## src/rtl/memsweep_pkg.sv

```systemverilog
package memsweep_pkg;
   typedef enum logic [2:0] {
      ST_IDLE  = 3'd0,
      ST_WRITE = 3'd1,
      ST_PAUSE = 3'd2,
      ST_READ  = 3'd3,
      ST_RWAIT = 3'd4,
      ST_DONE  = 3'd5
   } sweep_state_t;
endpackage

```

## src/rtl/memsweep_pattern.sv

```systemverilog
module memsweep_pattern #(
   parameter int          AW         = 22,
   parameter int          DW         = 32,
   parameter logic [DW-1:0] SEED     = '0,
   parameter bit          INVERT_ODD = 1'b0
) (
   input  logic [AW-1:0] addr,
   output logic [DW-1:0] data
);
   logic [DW-1:0] ext;

   // fit the address into the data width
   generate
      if (DW > AW) begin : g_pad
         assign ext = {{(DW-AW){1'b0}}, addr};
      end else if (DW == AW) begin : g_same
         assign ext = addr;
      end else begin : g_trim
         assign ext = addr[DW-1:0];
      end
   endgenerate

   generate
      if (INVERT_ODD) begin : g_alt
         assign data = addr[0] ? ~(ext ^ SEED) : (ext ^ SEED);
      end else begin : g_plain
         assign data = ext ^ SEED;
      end
   endgenerate
endmodule

```

## src/rtl/memsweep_addr_ctr.sv

```systemverilog
module memsweep_addr_ctr #(
   parameter int AW = 22
) (
   input  logic          clk,
   input  logic          clr,
   input  logic          inc,
   output logic [AW-1:0] addr,
   output logic          last
);
   localparam logic [AW-1:0] TOP = {AW{1'b1}};

   always_ff @(posedge clk) begin
      if (clr)      addr <= '0;
      else if (inc) addr <= addr + 1'b1;
   end

   assign last = (addr == TOP);
endmodule

```

## src/rtl/memsweep_pause_timer.sv

```systemverilog
module memsweep_pause_timer #(
   parameter int CYCLES = 1000
) (
   input  logic clk,
   input  logic en,
   output logic expire
);
   localparam int TW = $clog2(CYCLES + 1);
   localparam logic [TW-1:0] LAST = TW'(CYCLES - 1);

   logic [TW-1:0] cnt;

   always_ff @(posedge clk) begin
      if (!en) cnt <= '0;
      else     cnt <= cnt + 1'b1;
   end

   assign expire = en && (cnt == LAST);
endmodule

```

## src/rtl/memsweep_err_tracker.sv

```systemverilog
module memsweep_err_tracker #(
   parameter int CW = 8
) (
   input  logic          clk,
   input  logic          clr,
   input  logic          hit,
   output logic          fail,
   output logic [CW-1:0] count
);
   localparam logic [CW-1:0] CMAX = {CW{1'b1}};

   always_ff @(posedge clk) begin
      if (clr) begin
         fail  <= 1'b0;
         count <= '0;
      end else if (hit) begin
         fail <= 1'b1;
         if (count != CMAX) count <= count + 1'b1;
      end
   end
endmodule

```

## src/rtl/memsweep_tester.sv

```systemverilog
module memsweep_tester
   import memsweep_pkg::*;
#(
   parameter int            AW           = 22,
   parameter int            DW           = 32,
   parameter int            CW           = 8,
   parameter int            PAUSE_CYCLES = 1000,
   parameter logic [DW-1:0] SEED         = 32'h5A3C_96E1,
   parameter bit            INVERT_ODD   = 1'b0
) (
   input  logic          clk,
   input  logic          rst,
   input  logic          start,
   output logic          req_valid,
   output logic          req_write,
   output logic [AW-1:0] req_addr,
   output logic [DW-1:0] req_wdata,
   input  logic          req_ack,
   input  logic          rd_valid,
   input  logic [DW-1:0] rd_data,
   output logic          done,
   output logic          pass,
   output logic          fail,
   output logic [CW-1:0] err_count
);
   generate
      if (AW < 1)           begin : g_bad_aw    $error("AW must be at least 1"); end
      if (DW < 1)           begin : g_bad_dw    $error("DW must be at least 1"); end
      if (CW < 1)           begin : g_bad_cw    $error("CW must be at least 1"); end
      if (PAUSE_CYCLES < 1) begin : g_bad_pause $error("PAUSE_CYCLES must be at least 1"); end
   endgenerate

   sweep_state_t  state, state_nx;
   logic [AW-1:0] addr;
   logic          addr_last;
   logic [DW-1:0] pat;
   logic          pause_done;
   logic          start_ok;
   logic          wr_step, rd_take, mismatch;
   logic          addr_clr, addr_inc;

   assign start_ok = start && (state == ST_IDLE || state == ST_DONE);
   assign wr_step  = (state == ST_WRITE) && req_ack;
   assign rd_take  = (state == ST_RWAIT) && rd_valid;
   assign mismatch = rd_take && (rd_data != pat);

   always_comb begin
      state_nx = state;
      unique case (state)
         ST_IDLE:  if (start_ok) state_nx = ST_WRITE;
         ST_WRITE: if (wr_step && addr_last) state_nx = ST_PAUSE;
         ST_PAUSE: if (pause_done) state_nx = ST_READ;
         ST_READ:  if (req_ack) state_nx = ST_RWAIT;
         ST_RWAIT: if (rd_take) state_nx = addr_last ? ST_DONE : ST_READ;
         ST_DONE:  if (start_ok) state_nx = ST_WRITE;
         default:  state_nx = ST_IDLE;
      endcase
   end

   always_ff @(posedge clk) begin
      if (rst) state <= ST_IDLE;
      else     state <= state_nx;
   end

   // address restarts at 0 for each pass
   assign addr_clr = rst || start_ok || (wr_step && addr_last);
   assign addr_inc = (wr_step || rd_take) && !addr_last;

   memsweep_addr_ctr #(.AW(AW)) u_addr (
      .clk  (clk),
      .clr  (addr_clr),
      .inc  (addr_inc),
      .addr (addr),
      .last (addr_last)
   );

   memsweep_pattern #(
      .AW(AW), .DW(DW), .SEED(SEED), .INVERT_ODD(INVERT_ODD)
   ) u_pat (
      .addr (addr),
      .data (pat)
   );

   memsweep_pause_timer #(.CYCLES(PAUSE_CYCLES)) u_pause (
      .clk    (clk),
      .en     (state == ST_PAUSE),
      .expire (pause_done)
   );

   memsweep_err_tracker #(.CW(CW)) u_err (
      .clk   (clk),
      .clr   (rst || start_ok),
      .hit   (mismatch),
      .fail  (fail),
      .count (err_count)
   );

   assign req_valid = (state == ST_WRITE) || (state == ST_READ);
   assign req_write = (state == ST_WRITE);
   assign req_addr  = addr;
   assign req_wdata = pat;
   assign done      = (state == ST_DONE);
   assign pass      = done && !fail;
endmodule

```

## config.mk

```make
export PLATFORM = sky130hd
export DESIGN_NAME = memsweep_tester
export DESIGN_NICKNAME = d
export VERILOG_FILES = /design/src/rtl/memsweep_pkg.sv /design/src/rtl/memsweep_pattern.sv /design/src/rtl/memsweep_addr_ctr.sv /design/src/rtl/memsweep_pause_timer.sv /design/src/rtl/memsweep_err_tracker.sv /design/src/rtl/memsweep_tester.sv
export SDC_FILE = /design/constraint.sdc
export NUM_CORES = 1
export LEC_CHECK = 0
export ABC_AREA = 1
export BUFFER_PORTS_ARGS = -buffer_cell sky130_fd_sc_hd__buf_2
export CAP_MARGIN = 10
export CORE_MARGIN = 1.5
export CORE_UTILIZATION = 47
export DETAILED_ROUTE_END_ITERATION = 12
export HOLD_SLACK_MARGIN = 0.12
export PLACE_DENSITY = 0.78
export SLEW_MARGIN = 20
export SYNTH_ARGS = -nofsm -noshare
export SYNTH_HDL_FRONTEND = slang
export SYNTH_HIERARCHICAL = 1
export SYNTH_SLANG_ARGS = --single-unit
```

## constraint.sdc

```tcl
create_clock -name clk -period 2.1 [get_ports clk]
set_input_delay 0.525 -clock clk [delete_from_list [all_inputs] [get_ports clk]]
set_output_delay 0.525 -clock clk [all_outputs]
set_load 0.01 [all_outputs]
```

==> flow_summary.toml <==
[detailed_routing]
route.detailed.wl_per_inst_um = 10.2
detail_route.first_pass.iterations = 4
route.detailed.vias_per_inst = 4.69
route.detailed.drc = 0
route.antenna.remaining_nets = 0
wirelength_um = 7480
routed-via-count = 3444
detail_route.iter0.violations = 119

[worst_setup_path]
max_stage_delay_ps = 400
timing.rr.start = "state[2]$_SDFFE_PP0P_"
r2r_end = "u_addr/addr[19]$_SDFFE_PP0P_"
cp_max_fo = 9
critical-path-top-delay-family = "simple AND/OR/NAND/NOR gates"
timing.critical_path.buf_inv = 3
worst_r2r_path_depth = 13
worst-endpoint-arrival_ps = 2150
worstPathCellList = "inv_6 > nand3_1 > inv_1 > nand2_1 > a21oi_1 > buf_4 > nand2_4 > nor2_4 > nand2_4 > nor2_4 > nand3_1 > nand2_1 > nor2_1"
critical_path_class = "register to register"
end_kind = "register"
reg2reg_slack_ps = 140
cp.required_ps = 2290
startpoint = "state[2]$_SDFFE_PP0P_"
timing.critical_path.slowest_stage_cell = "dfxtp_2"
critPathLaunchType = "register"
worst-path-stages = 13

[sta]
period_share = 0.933
slew_violations = 0
rsz0062_at_grt = "false"
timing.setup.tns_ps = 0
timing.final.ws_setup_ps = 140
setup_viol = 0
tmin_final_ps = 1960
final_report_hold_violation_count = 0
maxClockFrequency_mhz = 510
finClkSkew_ps = 12.6
final.hold.worst_slack_ps = 374

[power_and_ir_drop]
share_seq_of_total_power = 0.395
p_switching_uw = 740
static-leakage-power_uw = 0.00211
power_switching_share = 0.319
cell_internal_pwr_uw = 1580
ir_worst_vdd_mv = 0.395
comb_power_share = 0.280
pwr-share-clk = 0.325
pwr_density_cell_nw_per_um2 = 585

[floorplanning]
initial_utilization = 0.481
design.die.area_um2 = 7390
die_width_um = 86.0
io_pins = 104
fp.dieH_um = 86.0
floorplan.rows = 30
core_ar_um2 = 6720

[logic_synthesis]
async_reset_ff_frac = 0
yosysWarnings = 6
synthDominantAreaCellType = "dfxtp_1"
synth.cell_area_um2 = 3230
yosysUniqueCellTypes = 32
synth_ff_type = "dfxtp_1"
synth_cells = 547
number_of_flops_mapped_to_enable_cells_by_yosys = 0
netlist_top_cells_area = "dfxtp_1, nand2_1, nor2_1, inv_1, buf_4"
syn_avg_cell_area_um2 = 5.91
postSynthRegisterBits = 44
netlist.area_leader.share = 0.272
synth-seq-area-share = 0.272

[clock_network]
htree_num_levels = 2
cts.path.max_buffers = 2
clk_pin_slew_worst_paths_ps = 90
cts_num_sinks = 44
cts_root_buf = "clkbuf_8"
cts_hold_fix_bufs = 0
clock_latency_ps = 300
tritoncts_clock_tree = "built"
numCtsBuffers = 5

[cells_and_area]
area_added_between_synthesis_and_finish_pct = 22.7
commonest_non_fill_non_tap_cell_in_the_layout = "nand2_1"
sequential_cell_area_um2 = 882
layout.nets = 694
share_of_cells_above_drive_strength_1 = 0.257
multi_input_comb_area_um2 = 1830
final_util = 0.591
fill_cells = 658
num_antenna_cells = 0
most-common-layout-cells = "nand2_1, nor2_1, buf_2"

[grt]
grt_pass1_wl_um = 12500
pin_count_of_the_biggest_net_entering_global_routing = 21
global_route.overflow_total = 0
groute.usage.overall = 0.205
via_count_of_the_first_global_routing_pass = 3060
grt_antenna_before_repair = 0

[worst_hold_path]
hp-class = "input pin to register"
worstHoldEndpoint = "state[2]$_SDFFE_PP0P_"
hold_path.startpoint = "rst"
min_delay_path_depth = 2

[place]
gp_congestion = 0.805
placement.setup.worst_slack_ps = 0.308
detailedPlacementHpwl_um = 5870
port-buffer-count = 93

[job]
maxCapViolations = 0

[run_status]
run_status = "finished clean"
-- synthesized netlist by cell type, types with 2 or more instances --
master / number
nand2_4: 3
a21oi_1: 28
nor3_1: 2
xor2_1: 9
nand3_1: 24
inv_2: 4
nand2_2: 5
dfxtp_1: 44
inv_1: 91
o21ai_0: 11
nand2_1: 143
conb_1: 2
o211ai_1: 2
buf_4: 21
nand3_2: 5
nand4_1: 5
a21oi_2: 2
ha_1: 3
nor2_4: 7
nor2_1: 115
nor2_2: 8
buf_6: 3
-- kinds of logic (layout without fill, tap and decap cells) --
logic type | Yosys count | count (layout) | synth area share
other | 2 | 10 | 0.00232
adders and majority gates | 3 | 3 | 0.0116
AOI/OAI and AO/OA | 45 | 45 | 0.0743
buffers and inverters | 123 | 222 | 0.176
DFF | 44 | 44 | 0.272
xor gates and xnor gates | 9 | 9 | 0.0244
and+or+nand+nor | 321 | 321 | 0.439
-- how the worst max path moves through the flow --
stage               slack (ps)                           end
floorplan                  0.5   u_addr/addr[0]$_SDFFE_PP0P_
global placement           100   u_addr/addr[4]$_SDFFE_PP0P_
detailed placement         0.3   u_addr/addr[1]$_SDFFE_PP0P_
CTS                         60   u_addr/addr[4]$_SDFFE_PP0P_
global route                 4  u_addr/addr[14]$_SDFFE_PP0P_
finish                     140  u_addr/addr[19]$_SDFFE_PP0P_
-- metrics by stage --
step | std cells | instance area [um^2] | total power [uW]
finish | 734 | 3970 | 2320
global route | 734 | 3970 | 2470
CTS | 734 | 3950 | 2330
detailed placement | 727 | 3820 | 1570
global placement | 727 | 3820 | 1550
floorplan | 555 | 3260 | 1420
-- registers in the layout, summed over array words and instances, names as in the netlist --
signal	cells
state	3
u_addr/addr	22
u_err/count	8
u_err/fail	1
u_pause/cnt	10
-- per-layer routing --
layer | wire length, um | track usage | vias to the layer above
li1 | - | - | 1834
met1 | 3210 | 0.230 | 1524
met2 | 3880 | 0.401 | 75
met3 | 305 | 0.0395 | 11
met4 | 82 | 0.0367 | 0
met5 | 0 | 0 | -
-- worst register-to-register path, cell delays in order, from the launching register on --
cell	delay, ps
dfxtp_2	400
inv_6	80
nand3_1	120
inv_1	140
nand2_1	100
a21oi_1	130
buf_4	180
nand2_4	60
nor2_4	150
nand2_4	120
nor2_4	170
nand3_1	90
nand2_1	70
nor2_1	40
-- what timing repair did --
| item | in CTS | in global routing |
|---|---|---|
| gates cloned | 0 | 0 |
| endpoints found under the hold margin | 0 | 0 |
| gates resized for setup | 1 | 6 |
| endpoints found under the setup margin | 6 | 26 |
| pin swaps | 0 | 1 |
| buffers inserted | 0 | 0 |
-- power by group through the flow --
| stage | sequential [uW] | clock, uW | combinational [uW] |
|---|---|---|---|
| 5_1_grt | 924 | 803 | 747 |
| 3_3_place_gp | 933 | 0 | 618 |
| 2_1_floorplan | 934 | 0 | 483 |
| 4_1_cts | 916 | 772 | 645 |
| 3_5_place_dp | 934 | 0 | 637 |
| 6_report | 917 | 754 | 651 |
-- area by class of cell --
type | instances | share of cell area
well taps | 80 | 0.0252
inverters | 96 | 0.0927
repair buffers | 119 | 0.166
clock buffers | 5 | 0.0173
clock inverters | 2 | 0.0151
flip-flops and latches | 44 | 0.222
multi-input cells | 388 | 0.461
Power figures use the tool's default switching activity.
